[config.mk]
export PLATFORM = sky130hd
export DESIGN_NAME = ckeGate
export DESIGN_NICKNAME = d
export VERILOG_FILES = /design/src/rtl/ckeGatePkg.sv /design/src/rtl/ckeGateSatCnt.sv /design/src/rtl/ckeGateDp.sv /design/src/rtl/ckeGateCtrl.sv /design/src/rtl/ckeGate.sv
export SDC_FILE = /design/constraint.sdc
export NUM_CORES = 1
export LEC_CHECK = 0
export BUFFER_PORTS_ARGS = -buffer_cell sky130_fd_sc_hd__buf_2
export CORE_MARGIN = 8
export CORE_UTILIZATION = 40
export DETAILED_ROUTE_END_ITERATION = 8
export SLEW_MARGIN = 15
export SYNTH_ARGS = -nofsm -noshare
export SYNTH_HDL_FRONTEND = slang
export SYNTH_SLANG_ARGS = --single-unit
[constraint.sdc]
create_clock -name clk -period 2.2 [get_ports clk]
set_input_delay 0.22 -clock clk [delete_from_list [all_inputs] [get_ports clk]]
set_output_delay 0.22 -clock clk [all_outputs]
set_load 0.02 [all_outputs]
[src/rtl/ckeGatePkg.sv]
package ckeGatePkg;

  typedef enum logic [2:0] {
    CMD_NOP   = 3'd0,
    CMD_ACT   = 3'd1,
    CMD_READ  = 3'd2,
    CMD_WRITE = 3'd3,
    CMD_PRE   = 3'd4,
    CMD_REF   = 3'd5,
    CMD_MRS   = 3'd6,
    CMD_DES   = 3'd7
  } cmdKindE;

  typedef enum logic [1:0] {
    ST_RUN  = 2'd0,
    ST_PD   = 2'd1,
    ST_EXIT = 2'd2
  } gateStateE;

  // strobes from control to datapath
  typedef struct packed {
    logic enterPd;
    logic enterExit;
    logic inRun;
    logic inPd;
  } ctrlStrobeT;

  // compare results from datapath to control
  typedef struct packed {
    logic quietNow;
    logic idleMet;
    logic highMet;
    logic minLowMet;
    logic dwellMet;
    logic exitDone;
  } dpStatusT;

endpackage

[src/rtl/ckeGateSatCnt.sv]
module ckeGateSatCnt #(
  parameter int W = 8
) (
  input  logic         clk,
  input  logic         rstN,
  input  logic         clr,
  input  logic         load,
  input  logic [W-1:0] loadVal,
  input  logic         inc,
  output logic [W-1:0] cnt
);
  localparam logic [W-1:0] CNT_MAX = '1;

  always_ff @(posedge clk) begin
    if (!rstN)                      cnt <= '0;
    else if (clr)                   cnt <= '0;
    else if (load)                  cnt <= loadVal;
    else if (inc && cnt != CNT_MAX) cnt <= cnt + 1'b1;
  end
endmodule

[src/rtl/ckeGateDp.sv]
module ckeGateDp
  import ckeGatePkg::*;
#(
  parameter int CNT_W     = 8,
  parameter int NUM_BANKS = 4
) (
  input  logic                 clk,
  input  logic                 rstN,
  input  ctrlStrobeT           strobe,
  input  logic                 cmdValid,
  input  logic [2:0]           cmdType,
  input  logic [NUM_BANKS-1:0] bankOpen,
  input  logic                 burstBusy,
  input  logic                 recovBusy,
  input  logic                 schedReq,
  input  logic                 refreshDue,
  input  logic [CNT_W-1:0]     cfgIdle,
  input  logic [CNT_W-1:0]     cfgCkeMin,
  input  logic [CNT_W-1:0]     cfgMaxDwell,
  input  logic [CNT_W-1:0]     cfgExitDelay,
  input  logic [CNT_W-1:0]     cfgModeHold,
  output dpStatusT             status,
  output logic                 pdKind
);
  localparam logic [CNT_W-1:0] ONE = CNT_W'(1);

  logic [CNT_W-1:0] idleCnt, stCnt, highCnt, mrsCnt;
  logic isCmd, isMrs, mrsBusy, quiet, anyOpen;

  always_comb begin
    isCmd   = cmdValid && (cmdType != CMD_NOP) && (cmdType != CMD_DES);
    isMrs   = cmdValid && (cmdType == CMD_MRS);
    mrsBusy = (mrsCnt != '0);
    quiet   = !isCmd && !burstBusy && !recovBusy && !mrsBusy
              && !schedReq && !refreshDue;
  end

  // row-open reduction over the bank flags
  logic [NUM_BANKS:0] openChain;
  assign openChain[0] = 1'b0;
  for (genvar b = 0; b < NUM_BANKS; b++) begin : g_bankOr
    assign openChain[b+1] = openChain[b] | bankOpen[b];
  end
  assign anyOpen = openChain[NUM_BANKS];

  // consecutive quiet cycles while awake and settled
  ckeGateSatCnt #(.W(CNT_W)) i_idleCnt (
    .clk(clk), .rstN(rstN),
    .clr(!quiet || !strobe.inRun), .load(1'b0), .loadVal('0), .inc(1'b1),
    .cnt(idleCnt)
  );

  // cycles spent in the current low or settling phase, shared by all windows
  ckeGateSatCnt #(.W(CNT_W)) i_stCnt (
    .clk(clk), .rstN(rstN),
    .clr(1'b0), .load(strobe.enterPd || strobe.enterExit), .loadVal(ONE), .inc(1'b1),
    .cnt(stCnt)
  );

  // cycles with clock-enable high since the last power-down
  ckeGateSatCnt #(.W(CNT_W)) i_highCnt (
    .clk(clk), .rstN(rstN),
    .clr(strobe.inPd), .load(1'b0), .loadVal('0), .inc(1'b1),
    .cnt(highCnt)
  );

  // mode-register hold-off down counter
  always_ff @(posedge clk) begin
    if (!rstN)        mrsCnt <= '0;
    else if (isMrs)   mrsCnt <= cfgModeHold;
    else if (mrsBusy) mrsCnt <= mrsCnt - 1'b1;
  end

  always_ff @(posedge clk) begin
    if (!rstN)               pdKind <= 1'b0;
    else if (strobe.enterPd) pdKind <= anyOpen;
  end

  always_comb begin
    status.quietNow  = quiet;
    status.idleMet   = (idleCnt >= cfgIdle);
    status.highMet   = (highCnt >= cfgCkeMin);
    status.minLowMet = (stCnt >= cfgCkeMin);
    status.dwellMet  = (stCnt >= cfgMaxDwell);
    status.exitDone  = (stCnt >= cfgExitDelay);
  end
endmodule

[src/rtl/ckeGateCtrl.sv]
module ckeGateCtrl
  import ckeGatePkg::*;
(
  input  logic       clk,
  input  logic       rstN,
  input  dpStatusT   status,
  input  logic       schedReq,
  input  logic       refreshDue,
  output ctrlStrobeT strobe,
  output logic       ckeOut,
  output logic       forceNop,
  output logic       schedAck
);
  gateStateE state, stateNext;

  always_comb begin
    stateNext        = state;
    strobe.enterPd   = 1'b0;
    strobe.enterExit = 1'b0;
    unique case (state)
      ST_RUN: begin
        if (status.quietNow && status.idleMet && status.highMet) begin
          stateNext      = ST_PD;
          strobe.enterPd = 1'b1;
        end
      end
      ST_PD: begin
        if (status.minLowMet && (schedReq || refreshDue || status.dwellMet)) begin
          stateNext        = ST_EXIT;
          strobe.enterExit = 1'b1;
        end
      end
      ST_EXIT: begin
        if (status.exitDone) stateNext = ST_RUN;
      end
      default: stateNext = ST_RUN;
    endcase
    strobe.inRun = (state == ST_RUN);
    strobe.inPd  = (state == ST_PD);
  end

  always_ff @(posedge clk) begin
    if (!rstN) state <= ST_RUN;
    else       state <= stateNext;
  end

  always_comb begin
    ckeOut   = (state != ST_PD);
    forceNop = rstN && (state != ST_RUN);
    schedAck = rstN && (state == ST_RUN) && schedReq;
  end
endmodule

[src/rtl/ckeGate.sv]
module ckeGate
  import ckeGatePkg::*;
#(
  parameter int CNT_W     = 8,
  parameter int NUM_BANKS = 4
) (
  input  logic                 clk,
  input  logic                 rstN,
  input  logic                 cmdValid,
  input  logic [2:0]           cmdType,
  input  logic [NUM_BANKS-1:0] bankOpen,
  input  logic                 burstBusy,
  input  logic                 recovBusy,
  input  logic                 schedReq,
  input  logic                 refreshDue,
  input  logic [CNT_W-1:0]     cfgIdle,
  input  logic [CNT_W-1:0]     cfgCkeMin,
  input  logic [CNT_W-1:0]     cfgMaxDwell,
  input  logic [CNT_W-1:0]     cfgExitDelay,
  input  logic [CNT_W-1:0]     cfgModeHold,
  output logic                 ckeOut,
  output logic                 forceNop,
  output logic                 schedAck,
  output logic                 pdKind
);
  ctrlStrobeT strobe;
  dpStatusT   status;

  ckeGateDp #(.CNT_W(CNT_W), .NUM_BANKS(NUM_BANKS)) i_dp (
    .clk(clk), .rstN(rstN), .strobe(strobe),
    .cmdValid(cmdValid), .cmdType(cmdType), .bankOpen(bankOpen),
    .burstBusy(burstBusy), .recovBusy(recovBusy),
    .schedReq(schedReq), .refreshDue(refreshDue),
    .cfgIdle(cfgIdle), .cfgCkeMin(cfgCkeMin), .cfgMaxDwell(cfgMaxDwell),
    .cfgExitDelay(cfgExitDelay), .cfgModeHold(cfgModeHold),
    .status(status), .pdKind(pdKind)
  );

  ckeGateCtrl i_ctrl (
    .clk(clk), .rstN(rstN), .status(status),
    .schedReq(schedReq), .refreshDue(refreshDue),
    .strobe(strobe), .ckeOut(ckeOut), .forceNop(forceNop), .schedAck(schedAck)
  );
endmodule

==> impl_metrics.ini <==
[sta]
slew_violations = 0
rsz0062_at_grt = false
slew_headroom = 0.743
fmax_mhz = 489
hold_violations = 0
tns_ns = 0
fin_crit_sh = 0.930
finalSetupViolCount = 0
fin_skew_ns = 0.00977
worst_pin_slew_ns = 0.384
period_minus_slack_ns = 2.05

[cts]
clock-sinks = 35
cts-root-buf = clkbuf_8
htree_levels = 2
clockBufferDepth = 2
path_clk_slew_ns = 0.08
insertion_delay_ns = 0.30
cts_hold_buf = 0
cts_buffers = 5
cts_tree = done
postCtsSetupBuffers = 0

[grt]
antenna_found_initial = 0
grt-ovfl-total = 0
first_global_vias = 2359
track_usage = 0.132
grt_max_degree = 19
grt_pass1_wl_mm = 10.5

[critical_path]
critPathMaxFanout = 7
path_class = flip-flop to flip-flop
start_kind = flip-flop
cp_data_arrival_time_ns = 2.25
worstPathRequired_ns = 2.41
endpoint_kind = flip-flop

[yosys]
ys_types = 52
syn_nets = 420
synth_seq_area_share = 0.261
synth_edf_count = 0
ys_warn_count = 0
synthCells = 321
syn_avg_cell_area_um2 = 8.37
synth_seq_cells = 35
synth_flop_cell = dfxtp_1
synth-async-reset-ratio = 0
synthesis.area_mm2 = 0.00269

[route]
wl_per_cell_um = 13.2
routed_via_density = 5.11
remaining_drc_errors = 0
drt_iter0_drc = 43
wirelength_mm = 6.23
dr.pass1.iters = 6
drtAntennaViolNets = 0
via_count = 2416

[pwr]
seq_power_share = 0.367
ir_drop_v = 0.000269
p_int_mw = 1.44
power.leakage_nw = 1.62
p_per_area_mw_per_mm2 = 652
pwr-share-clk = 0.291
power_mw = 2.13
power_switching_uw = 683
pwr-share-comb = 0.342
switching_share = 0.321

[floorplan]
die_x_um = 98.0
start_util = 0.404
chipHeight_um = 98.0
row_count = 30
dieArea_mm2 = 0.00959
ios = 58
coreArea_mm2 = 0.00664

[min_path]
hp-class = primary input to flip-flop

[placed_design]
port_buffers = 57
dpl.hpwl_mm = 5.06
gp_congestion = 0.761

[run]
maxCapViolations = 0

[finish]
syn2layout_area_growth_pct = 21.5
nets = 491
drive_gt1_frac = 0.224
antennaDiodeCount = 0

[run_status]
status = finished, final reports clean
## through the flow
step	cells	setup slack, ns	cell area [µm²]	util	hold slack, ns
after floorplan	321	0.0857	2690	-	0.365
after detailed placement	465	0.0793	3140	0.473	0.465
after global placement	465	0.118	3140	0.473	0.463
after global routing	473	0.0209	3260	0.491	0.147
after CTS	473	0.0625	3260	0.490	0.148
final	473	0.154	3260	0.491	0.157
## power groups by stage
stage	Clock (mW)	Combinational (mW)	Sequential [mW]
after floorplan	0	0.545	0.781
after global placement	0	0.711	0.791
after detailed placement	0	0.727	0.795
after CTS	0.637	0.736	0.780
after global routing	0.661	0.831	0.790
final	0.619	0.727	0.780
## state kept, by name, summed over array words and instances, names as in the netlist
signal and flops:
i_dp.pdKind 1, i_dp.i_stCnt.cnt 8, i_ctrl.state 2, i_dp.i_idleCnt.cnt 8
i_dp.mrsCnt 8, i_dp.i_highCnt.cnt 8
## critical path: stages (launching register included)
cell,delay (ns)
dfxtp_1,0.33
inv_1,0.05
ha_1,0.26
or3b_2,0.43
o2111ai_1,0.11
a31oi_1,0.11
o22ai_2,0.19
buf_4,0.15
o221ai_4,0.14
a211oi_1,0.19
## per-layer routing
layer  vias up  global-route usage  part of all wire
met5         -                   0                 0
met1      1071               0.165              0.50
met2        43               0.210              0.43
met4         0              0.0360            0.0092
met3         5              0.0427             0.056
li1       1297                   -                 -
## cells by family after synthesis
kind of cell,Yosys count,synth area share
AOI/OAI and AO/OA,62,0.167
adders and majority gates,45,0.210
buffers and inverters,41,0.0573
muxes,4,0.0149
xor gates and xnor gates,14,0.0456
and+or+nand+nor,120,0.245
DFF,35,0.261
## synthesized netlist by cell type, types with 3 or more instances
library cell  number  area (µm²)
nor2_1            28         105
inv_1             37         139
a31oi_1            7        43.8
a21oi_1           11        55.1
and4_1             3        26.3
xnor2_1            8        70.1
dfxtp_1           35         701
a21boi_0           3        22.5
o211a_1            5        50.1
nor3_1             6        30.0
nand4_1            9        56.3
mux2i_1            4        40.0
or2_2              3        18.8
clkbuf_1           4        15.0
ha_1              45         563
xor2_1             6        52.6
nand3_1           12        60.1
a211oi_1           7        52.6
o21ai_0           11        55.1
and3_1             4        25.0
nand2b_1           5        31.3
nand2_1           26        97.6
nor2b_1            5        31.3
## final timing paths
| path | startpoint | to | slack, ns | cells past startpoint |
|---|---|---|---|---|
| max | i_dp.i_stCnt.cnt[0]$_SDFFE_PN0P_ | i_dp.i_stCnt.cnt[4]$_SDFFE_PP0P_ | 0.15 | 9 |
| min | cfgModeHold[7] | i_dp.mrsCnt[7]$_SDFFE_PN0P_ | 0.16 | 2 |
| min reg2reg | i_dp.pdKind$_SDFFE_PN0P_ | i_dp.pdKind$_SDFFE_PN0P_ | 0.53 | 1 |
| max reg2reg | i_dp.i_stCnt.cnt[0]$_SDFFE_PN0P_ | i_dp.i_stCnt.cnt[4]$_SDFFE_PP0P_ | 0.15 | 9 |
## what timing repair did
action,CTS,global route
gates resized for setup,0,1
setup endpoints to repair,0,2
hold endpoints to repair,0,0
## cell usage in the layout, fill, tap and decap left out, types with 2 or more instances in the layout
cell type / synthesis / final
and3_1: 4 / 4
a21oi_1: 11 / 11
nand4_1: 9 / 9
a22oi_1: 2 / 2
buf_4: 0 / 11
a211oi_1: 7 / 7
ha_1: 45 / 45
clkbuf_8: 0 / 6
mux2i_1: 4 / 4
o211a_1: 5 / 5
nand2b_1: 5 / 5
or2_2: 3 / 3
nor2b_1: 5 / 5
nand3_1: 12 / 12
nor3_1: 6 / 6
nand2_1: 26 / 26
o211ai_1: 2 / 2
xor2_1: 6 / 6
or4_1: 2 / 2
o21ai_0: 11 / 11
dfxtp_1: 35 / 35
a31oi_1: 7 / 7
a21boi_0: 3 / 3
nand4b_1: 2 / 2
o21a_1: 2 / 2
a2111o_1: 2 / 2
nor4b_1: 2 / 2
xnor2_1: 8 / 8
a21o_1: 2 / 2
nor2_1: 28 / 28
inv_1: 37 / 37
buf_2: 0 / 57
and4_1: 3 / 3
## cell type report
type / instances / area, µm²
Multi-Input combinational cell: 245 / 1840
Inverter: 37 / 139
Fill cell: 666 / 3380
Sequential cell: 35 / 701
Timing Repair Buffer: 68 / 368
Clock inverter: 2 / 35.0
Clock buffer: 6 / 82.6
Tap cell: 80 / 100
Power figures use the tool's default switching activity.
